[src/rtl/pms_pkg.sv]
package pms_pkg;

    typedef enum logic [2:0] {
        ST_NORMAL = 3'd0,
        ST_IDLE   = 3'd1,
        ST_SUSP   = 3'd2,
        ST_SHUT   = 3'd3,
        ST_RESET  = 3'd4
    } pm_state_t;

    localparam int SEL_W     = 2;
    localparam int DATA_W    = 8;
    localparam logic [SEL_W-1:0] SEL_PWR = 2'd0;
    localparam logic [SEL_W-1:0] SEL_OSC = 2'd1;
    localparam logic [SEL_W-1:0] SEL_REG = 2'd2;
    localparam int BIT_IDLE  = 0;
    localparam int BIT_STOP  = 1;
    localparam int BIT_SUSP  = 0;
    localparam int BIT_ARM   = 0;
    localparam int BIT_REG5V = 1;

endpackage

[src/rtl/pms_ctl_regs.sv]
module pms_ctl_regs
    import pms_pkg::*;
#(
    parameter int SW = SEL_W,
    parameter int DW = DATA_W
) (
    input  logic          clk,
    input  logic          por_n,
    input  logic          wr_en,
    input  logic [SW-1:0] wr_sel,
    input  logic [DW-1:0] wr_data,
    input  logic          clk_src_hfo,
    input  logic          pin_rst,
    input  pm_state_t     state_q,
    input  pm_state_t     state_nxt,
    output logic          req_idle,
    output logic          req_stop,
    output logic          req_susp,
    output logic          arm_q,
    output logic          reg5v_q,
    output logic          err_q,
    output logic          idle_q,
    output logic          susp_q,
    output logic          stop_q
);

    logic wr_ok;

    assign wr_ok    = wr_en && (state_q == ST_NORMAL);
    assign req_idle = wr_ok && (wr_sel == SW'(SEL_PWR)) && wr_data[BIT_IDLE];
    assign req_stop = wr_ok && (wr_sel == SW'(SEL_PWR)) && wr_data[BIT_STOP];
    assign req_susp = wr_ok && (wr_sel == SW'(SEL_OSC)) && wr_data[BIT_SUSP];

    always_ff @(posedge clk or negedge por_n) begin
        if (!por_n) begin
            arm_q   <= 1'b0;
            reg5v_q <= 1'b1;
            err_q   <= 1'b0;
            idle_q  <= 1'b0;
            susp_q  <= 1'b0;
            stop_q  <= 1'b0;
        end else if (state_nxt == ST_RESET) begin
            arm_q   <= 1'b0;
            reg5v_q <= 1'b1;
            err_q   <= 1'b0;
            idle_q  <= 1'b0;
            susp_q  <= 1'b0;
            stop_q  <= 1'b0;
        end else begin
            if (wr_ok && (wr_sel == SW'(SEL_REG))) begin
                arm_q   <= wr_data[BIT_ARM];
                reg5v_q <= wr_data[BIT_REG5V];
            end
            if (req_susp && !clk_src_hfo)
                err_q <= 1'b1;
            idle_q <= (state_nxt == ST_IDLE);
            susp_q <= (state_nxt == ST_SUSP);
            stop_q <= (state_nxt == ST_SHUT);
        end
    end

    assert_err_sticky_R5: assert property (@(posedge clk) disable iff (!por_n)
        (err_q && !pin_rst) |=> err_q);

    assert_reg5v_held_R7: assert property (@(posedge clk) disable iff (!por_n)
        (state_q == ST_SHUT && !pin_rst) |=> $stable(reg5v_q));

endmodule

[src/rtl/pms_fsm.sv]
module pms_fsm
    import pms_pkg::*;
(
    input  logic      clk,
    input  logic      por_n,
    input  logic      pin_rst,
    input  logic      req_idle,
    input  logic      req_stop,
    input  logic      req_susp,
    input  logic      arm_q,
    input  logic      clk_src_hfo,
    input  logic      irq_pend,
    input  logic      bus_act,
    output pm_state_t state_q,
    output pm_state_t state_nxt
);

    always_ff @(posedge clk or negedge por_n) begin
        if (!por_n) state_q <= ST_RESET;
        else        state_q <= state_nxt;
    end

    always_comb begin
        state_nxt = state_q;
        if (pin_rst) begin
            state_nxt = ST_RESET;
        end else begin
            unique case (state_q)
                ST_NORMAL: begin
                    if (req_stop && arm_q)          state_nxt = ST_SHUT;
                    else if (req_idle)              state_nxt = ST_IDLE;
                    else if (req_susp && clk_src_hfo) state_nxt = ST_SUSP;
                end
                ST_IDLE:  if (irq_pend) state_nxt = ST_NORMAL;
                ST_SUSP:  if (bus_act)  state_nxt = ST_NORMAL;
                ST_SHUT:  state_nxt = ST_SHUT;
                ST_RESET: state_nxt = ST_NORMAL;
                default:  state_nxt = ST_RESET;
            endcase
        end
    end

    assert_reset_once_R1: assert property (@(posedge clk) disable iff (!por_n)
        (state_q == ST_RESET && !pin_rst) |=> state_q == ST_NORMAL);

    assert_susp_needs_hfo_R4: assert property (@(posedge clk) disable iff (!por_n)
        (state_q == ST_NORMAL && !clk_src_hfo) |=> state_q != ST_SUSP);

    assert_susp_irq_ignored_R4: assert property (@(posedge clk) disable iff (!por_n)
        (state_q == ST_SUSP && !bus_act && !pin_rst) |=> state_q == ST_SUSP);

    assert_shut_needs_arm_R6: assert property (@(posedge clk) disable iff (!por_n)
        (state_q == ST_NORMAL && !arm_q) |=> state_q != ST_SHUT);

    assert_shut_exit_pin_R7: assert property (@(posedge clk) disable iff (!por_n)
        (state_q == ST_SHUT && !pin_rst) |=> state_q == ST_SHUT);

endmodule

[src/rtl/pms_gate_dec.sv]
module pms_gate_dec
    import pms_pkg::*;
(
    input  pm_state_t state_q,
    output logic      core_clk_en,
    output logic      periph_clk_en,
    output logic      pwr_net_en,
    output logic      pin_hold
);

    always_comb begin
        core_clk_en   = 1'b0;
        periph_clk_en = 1'b0;
        pwr_net_en    = 1'b1;
        pin_hold      = 1'b0;
        unique case (state_q)
            ST_NORMAL: begin
                core_clk_en   = 1'b1;
                periph_clk_en = 1'b1;
            end
            ST_IDLE:  periph_clk_en = 1'b1;
            ST_SUSP:  ;
            ST_SHUT: begin
                pwr_net_en = 1'b0;
                pin_hold   = 1'b1;
            end
            ST_RESET: ;
            default:  ;
        endcase
    end

endmodule

[src/rtl/pwr_mode_seq.sv]
module pwr_mode_seq
    import pms_pkg::*;
#(
    parameter int SW = SEL_W,
    parameter int DW = DATA_W
) (
    input  logic          clk,
    input  logic          por_n,
    input  logic          pin_rst,
    input  logic          wr_en,
    input  logic [SW-1:0] wr_sel,
    input  logic [DW-1:0] wr_data,
    input  logic          irq_pend,
    input  logic          bus_act,
    input  logic          clk_src_hfo,
    output logic          core_clk_en,
    output logic          periph_clk_en,
    output logic          pwr_net_en,
    output logic          pin_hold,
    output logic          reg5v_en,
    output logic          susp_err,
    output logic          idle_bit,
    output logic          susp_bit,
    output logic          stop_bit,
    output logic          arm_bit,
    output logic [2:0]    mode
);

    pm_state_t state_q;
    pm_state_t state_nxt;
    logic      req_idle;
    logic      req_stop;
    logic      req_susp;

    pms_ctl_regs #(.SW(SW), .DW(DW)) u_regs (
        .clk         (clk),
        .por_n       (por_n),
        .wr_en       (wr_en),
        .wr_sel      (wr_sel),
        .wr_data     (wr_data),
        .clk_src_hfo (clk_src_hfo),
        .pin_rst     (pin_rst),
        .state_q     (state_q),
        .state_nxt   (state_nxt),
        .req_idle    (req_idle),
        .req_stop    (req_stop),
        .req_susp    (req_susp),
        .arm_q       (arm_bit),
        .reg5v_q     (reg5v_en),
        .err_q       (susp_err),
        .idle_q      (idle_bit),
        .susp_q      (susp_bit),
        .stop_q      (stop_bit)
    );

    pms_fsm u_fsm (
        .clk         (clk),
        .por_n       (por_n),
        .pin_rst     (pin_rst),
        .req_idle    (req_idle),
        .req_stop    (req_stop),
        .req_susp    (req_susp),
        .arm_q       (arm_bit),
        .clk_src_hfo (clk_src_hfo),
        .irq_pend    (irq_pend),
        .bus_act     (bus_act),
        .state_q     (state_q),
        .state_nxt   (state_nxt)
    );

    pms_gate_dec u_gate (
        .state_q       (state_q),
        .core_clk_en   (core_clk_en),
        .periph_clk_en (periph_clk_en),
        .pwr_net_en    (pwr_net_en),
        .pin_hold      (pin_hold)
    );

    assign mode = state_q;

    assert_gate_stable_R9: assert property (@(posedge clk) disable iff (!por_n)
        $stable(mode) |-> $stable({core_clk_en, periph_clk_en, pwr_net_en, pin_hold}));

    assert_idle_wake_R3: assert property (@(posedge clk) disable iff (!por_n)
        (mode == 3'd1 && irq_pend && !pin_rst) |=> (mode == 3'd0 && !idle_bit));

endmodule

[config.mk]
export PLATFORM = sky130hd
export DESIGN_NAME = pwr_mode_seq
export DESIGN_NICKNAME = d
export VERILOG_FILES = /design/src/rtl/pms_pkg.sv /design/src/rtl/pms_ctl_regs.sv /design/src/rtl/pms_fsm.sv /design/src/rtl/pms_gate_dec.sv /design/src/rtl/pwr_mode_seq.sv
export SDC_FILE = /design/constraint.sdc
export NUM_CORES = 1
export LEC_CHECK = 0
export BUFFER_PORTS_ARGS = -buffer_cell sky130_fd_sc_hd__buf_2
export CORE_AREA = 2 2 39 41
export CTS_CLUSTER_SIZE = 40
export DETAILED_ROUTE_END_ITERATION = 10
export DIE_AREA = 0 0 41 43
export PLACE_DENSITY = 0.71
export SYNTH_ARGS = -nofsm -noshare
export SYNTH_HDL_FRONTEND = slang
export SYNTH_SLANG_ARGS = --single-unit
export TNS_END_PERCENT = 30
[constraint.sdc]
create_clock -name clk -period 2.7 [get_ports clk]
set_input_delay 0.54 -clock clk [delete_from_list [all_inputs] [get_ports clk]]
set_output_delay 0.54 -clock clk [all_outputs]
set_load 0.01 [all_outputs]
==> reports/results.ini, run 1 <==
[routing]
drc = 0
viasPerCell = 4.82
first_pass_iters = 3
drt_iter0_markers = 5
routed-via-count = 439
wire_per_inst_um = 11.1
ant_nets = 0
totalWireLength_um = 1010

[grt]
grt_use_total = 0.130
gr-total-overflow = 0
grt_first_pass_wirelength_um = 1500
grt_pass1_vias = 354
grt_max_degree = 11
antenna_found_initial = 0

[job]
drv_cap = 0

[sta]
skew_ps = 5.03
min_period_ps = 1850
relSlewSlack = 0.740
finalCritPeriodShare = 0.684
hold_viol = 0
hold_slack_ps = 110
timing.fmax_mhz = 541
worst_pin_slew_ps = 386
setup_viol = 0
drv_slew = 0
fin_tns_setup_ps = 0
rsz0062_at_grt = false

[yosys]
synth_most_common_cell = nor2_1
syn_area_per_cell_um2 = 9.86
ys_ff_latch = 9
synth_ff_type = dfrtp_1
synthCells = 51
synth_area_leaders = dfrtp_1 (35%), dfstp_2 (10%), nor2_1 (6.7%)
synthDistinctLibCells = 28
synthArstFlopShare = 1.00
synth_top_area_frac = 0.348
synth_seq_area_share = 0.453
synth-edff-count = 0
yosysTopAreaCell = dfrtp_1
synth_warnings = 0
synth_common_cells = nor2_1 (9), dfrtp_1 (7), nand2_1 (3)
synth_area_um2 = 503
syn_nets = 68

[critical_path]
path_cells = and3b_2 -> inv_1 -> buf_2
crit_type = flop to primary output
crit_required_ps = 2160
slowest_stage = dfstp_2
cp_max_fo = 10
cp_top_family = flip-flops
start_kind = flop
cp_num_buf_inv = 2
critical-path-max-stage-delay_ps = 650
arrival_ps = 1310
critical_path.endpoint_type = primary output

[clock_network]
cts_tree = yes
ctsLongestPathBuffers = 2
root_buffer = clkbuf_4
clk_latency_ps = 260
cts_hold_buffers = 0
numCtsBuffers = 3
cts_resized = 0
clock_sinks = 9
cts_setup_buffers = 0
htreeDepth = 1
clk_pin_slew_worst_paths_ps = 60

[layout]
fill_cells = 146
final_util = 0.468
diodes = 0
nets = 93
seq_area_um2 = 228
multi_input_area_um2 = 251
drive_above_1_share = 0.493
area_growth_pct = 28.9

[power_and_ir_drop]
ir_worst_vdd_v = 0.000325
p_per_area_nw_per_um2 = 435
p_leak_nw = 0.321

[floorplan]
num_io_pins = 30
core-area_um2 = 1380
rows = 14
dieWidth_um = 41
start_util = 0.363
dieArea_um2 = 1760
die_h_um = 43

[place]
routabilityCongestion = 0.737
port_buffers = 23

[min_path]
hold_class = primary input to async pin

[run_status]
outcome = finished, final reports clean

## state kept, by name (all words and copies together), names as in the netlist
name and count:
u_regs.arm_q 1, u_regs.reg5v_q 1, u_regs.err_q 1, u_regs.idle_q 1
u_fsm.state_q 3, u_regs.stop_q 1, u_regs.susp_q 1
## routing by layer
metal,part of all wire,GRT usage
met3,0.066,0.0314
met5,0,0
met2,0.46,0.178
met4,0.023,0.0800
met1,0.44,0.178
## final timing paths
kind | startpoint | to | slack [ps] | cells past startpoint
worst max-delay path | u_fsm.state_q[2] | pwr_net_en | 850 | 3
worst min-delay path | por_n | u_fsm.state_q[0] | 110 | 1
worst max register to register | u_fsm.state_q[0] | u_regs.idle_q | 1210 | 4
worst min register to register | u_regs.err_q | u_regs.err_q | 510 | 2
max in group asynchronous | por_n | u_regs.reg5v_q | 2340 | 1
min in group clk | pin_rst | u_regs.stop_q | 450 | 2
## power breakdown
| part | switching, mW | internal [mW] | total (mW) |
|---|---|---|---|
| Combinational | 0.0193 | 0.0161 | 0.0354 |
| Clock | 0.0471 | 0.0570 | 0.104 |
| Sequential | 0.00400 | 0.139 | 0.143 |
## cell type report
type,count,share of cell area
flip-flops and latches,9,0.351
clock buffers,4,0.0405
well taps,16,0.0309
multi-input cells,37,0.388
inverters,2,0.0116
repair buffers,23,0.178
## cell families after synthesis
group,after synthesis,share of synthesized area
buffers and inverters,5,0.0473
AOI/OAI and AO/OA,9,0.117
DFF,9,0.453
muxes,1,0.0199
and+or+nand+nor,27,0.363
## metrics by stage
stage	setup slack [ps]	instance area [um^2]	power [mW]	instances
global placement	1070	622	0.180	87
global route	768	648	0.298	91
floorplan	1130	503	0.164	51
detailed placement	1060	622	0.181	87
CTS	838	648	0.288	91
finish	852	648	0.282	91
## layout by cell type (no fill, tap or decap)
cell      count
and2b_2       1
nand2b_1      1
or3b_4        1
and3b_2       1
nand3_1       1
o21ai_0       2
o31ai_1       1
dfstp_2       2
buf_2        23
dfrtp_1       7
mux2i_1       1
clkbuf_1      1
a211o_1       1
nor3b_2       2
o21ai_1       1
clkbuf_4      3
nor2b_1       1
inv_1         2
a21oi_2       2
nor2_1        9
nor3b_1       2
nor4_2        1
nor3_1        1
nor3_4        1
a21oi_1       2
nand4b_1      1
nand2_1       3
and2b_1       1
No activity file was read; power rests on OpenSTA's default activity.
==> inputs of run 2 (changes only) <==
--- a/config.mk
+++ b/config.mk
@@ -6,11 +6,11 @@
 export NUM_CORES = 1
 export LEC_CHECK = 0
 export BUFFER_PORTS_ARGS = -buffer_cell sky130_fd_sc_hd__buf_2
-export CORE_AREA = 2 2 39 41
+export CORE_AREA = 2 2 41 43
 export CTS_CLUSTER_SIZE = 40
 export DETAILED_ROUTE_END_ITERATION = 10
-export DIE_AREA = 0 0 41 43
-export PLACE_DENSITY = 0.71
+export DIE_AREA = 0 0 43 45
+export PLACE_DENSITY = 0.68
 export SYNTH_ARGS = -nofsm -noshare
 export SYNTH_HDL_FRONTEND = slang
 export SYNTH_SLANG_ARGS = --single-unit
==> constraint.sdc (replaced) <==
create_clock -name clk -period 1.6 [get_ports clk]
set_input_delay 0.32 -clock clk [delete_from_list [all_inputs] [get_ports clk]]
set_output_delay 0.32 -clock clk [all_outputs]
set_load 0.01 [all_outputs]
==> reports/results.ini, run 2 (same netlist as run 1, synthesis figures left out) <==
[sta]
fin_tns_setup_ps = 0
hold_slack_ps = 239
finalCritPeriodShare = 0.936
hold_viol = 0
timing.fmax_mhz = 668
worst_pin_slew_ps = 337
layout_setup_ws_ps = 103
rsz0062_at_grt = false
setup_viol = 0
drv_slew = 0
min_period_ps = 1500
skew_ps = 4.03
relSlewSlack = 0.774

[clock_network]
cts_resized = 0
clk_latency_ps = 260
numCtsBuffers = 3
clk_pin_slew_worst_paths_ps = 60
clock_sinks = 9
root_buffer = clkbuf_4
ctsLongestPathBuffers = 2
cts_tree = yes
htreeDepth = 1

[place]
placed_cells = 87
port_buffers = 23
post-dp-hpwl_um = 825
place_ws_ps = 123
routabilityCongestion = 0.797
postPlaceCellArea_um2 = 622

[power_and_ir_drop]
finalPower_mw = 0.478
p_leak_nw = 0.340
p_per_area_nw_per_um2 = 702
ir_worst_vdd_v = 0.000363

[critical_path]
critical-path-max-stage-delay_ps = 530
slowest_stage = dfrtp_1
reg2reg_depth = 4
start_kind = flop
path_cells = and3b_2 -> inv_1 -> buf_2
crit_cells = 3
crit_type = flop to primary output
cp_num_buf_inv = 2
crit_required_ps = 1280
critical_path.endpoint_type = primary output
cp_max_fo = 10
arrival_ps = 1180
cp_top_family = flip-flops

[floorplan]
start_util = 0.342
num_io_pins = 30
dieWidth_um = 43
dieArea_um2 = 1940
die_h_um = 45
rows = 14
core-area_um2 = 1470

[layout]
fill_cells = 155
layout_commonest_cell = buf_2
diodes = 0
design_area_um2 = 681
final_util = 0.463
top_register = u_fsm.state_q
area_growth_pct = 35.3
drive_above_1_share = 0.506
layout_common_cells = buf_2 (23), nor2_1 (9), dfrtp_1 (7)
final_cells = 95
nets = 97
largest_register_ffs = 3

[routing]
ant_nets = 0
first_pass_iters = 3
drt_iter0_markers = 2
totalWireLength_um = 1090
routed-via-count = 445
drc = 0
wire_per_inst_um = 11.5
viasPerCell = 4.68

[grt]
grt_max_degree = 11
antenna_found_initial = 0
grt_pass1_vias = 446
grt_use_total = 0.126
gr-total-overflow = 0
grt_first_pass_wirelength_um = 1760

[run_status]
outcome = finished, final reports clean

[min_path]
hold_class = primary input to flop
min_path_cells = 2

[job]
drv_cap = 0

run 2: metal layers:
metal,vias up,track usage,part of all wire
met5,-,0,0
met2,10,0.218,0.52
met3,2,0.0120,0.050
met1,204,0.139,0.42
li1,229,-,-
met4,0,0.109,0.0092
run 2: layout make-up:
| class | count | area [um^2] | share of cell area |
|---|---|---|---|
| multi-input combinational | 37 | 251 | 0.369 |
| clock buffer | 4 | 26.3 | 0.0386 |
| sequential | 9 | 228 | 0.335 |
| tap | 16 | 20.0 | 0.0294 |
| inverter | 2 | 7.51 | 0.0110 |
| timing repair buffer | 27 | 148 | 0.217 |
run 2: final timing paths:
| kind | start | end | slack, ps |
|---|---|---|---|
| max reg2reg | u_fsm.state_q[0] | u_regs.idle_q | 120 |
| max | u_fsm.state_q[1] | pwr_net_en | 100 |
| min reg2reg | u_regs.err_q | u_regs.err_q | 520 |
| max in group asynchronous | por_n | u_fsm.state_q[2] | 900 |
| min in group asynchronous | por_n | u_regs.err_q | 460 |
| min | pin_rst | u_regs.stop_q | 240 |
run 2: timing repair:
action | in CTS | in global routing
buffers inserted | 3 | 0
endpoints found under the hold margin | 7 | 0
setup endpoints to repair | 2 | 0
hold buffers | 1 | 0
run 2: worst register-to-register path, cell delays in order (launching register included):
cell	delay (ps)
dfrtp_1	440
or3b_4	440
nor3_4	190
a21oi_2	110
nor3b_2	170
run 2: report_power, final:
group          leakage (nW)  switching [mW]  internal (mW)
combinational         0.206          0.0378         0.0340
sequential            0.119         0.00321          0.234
clock                0.0150          0.0736         0.0957
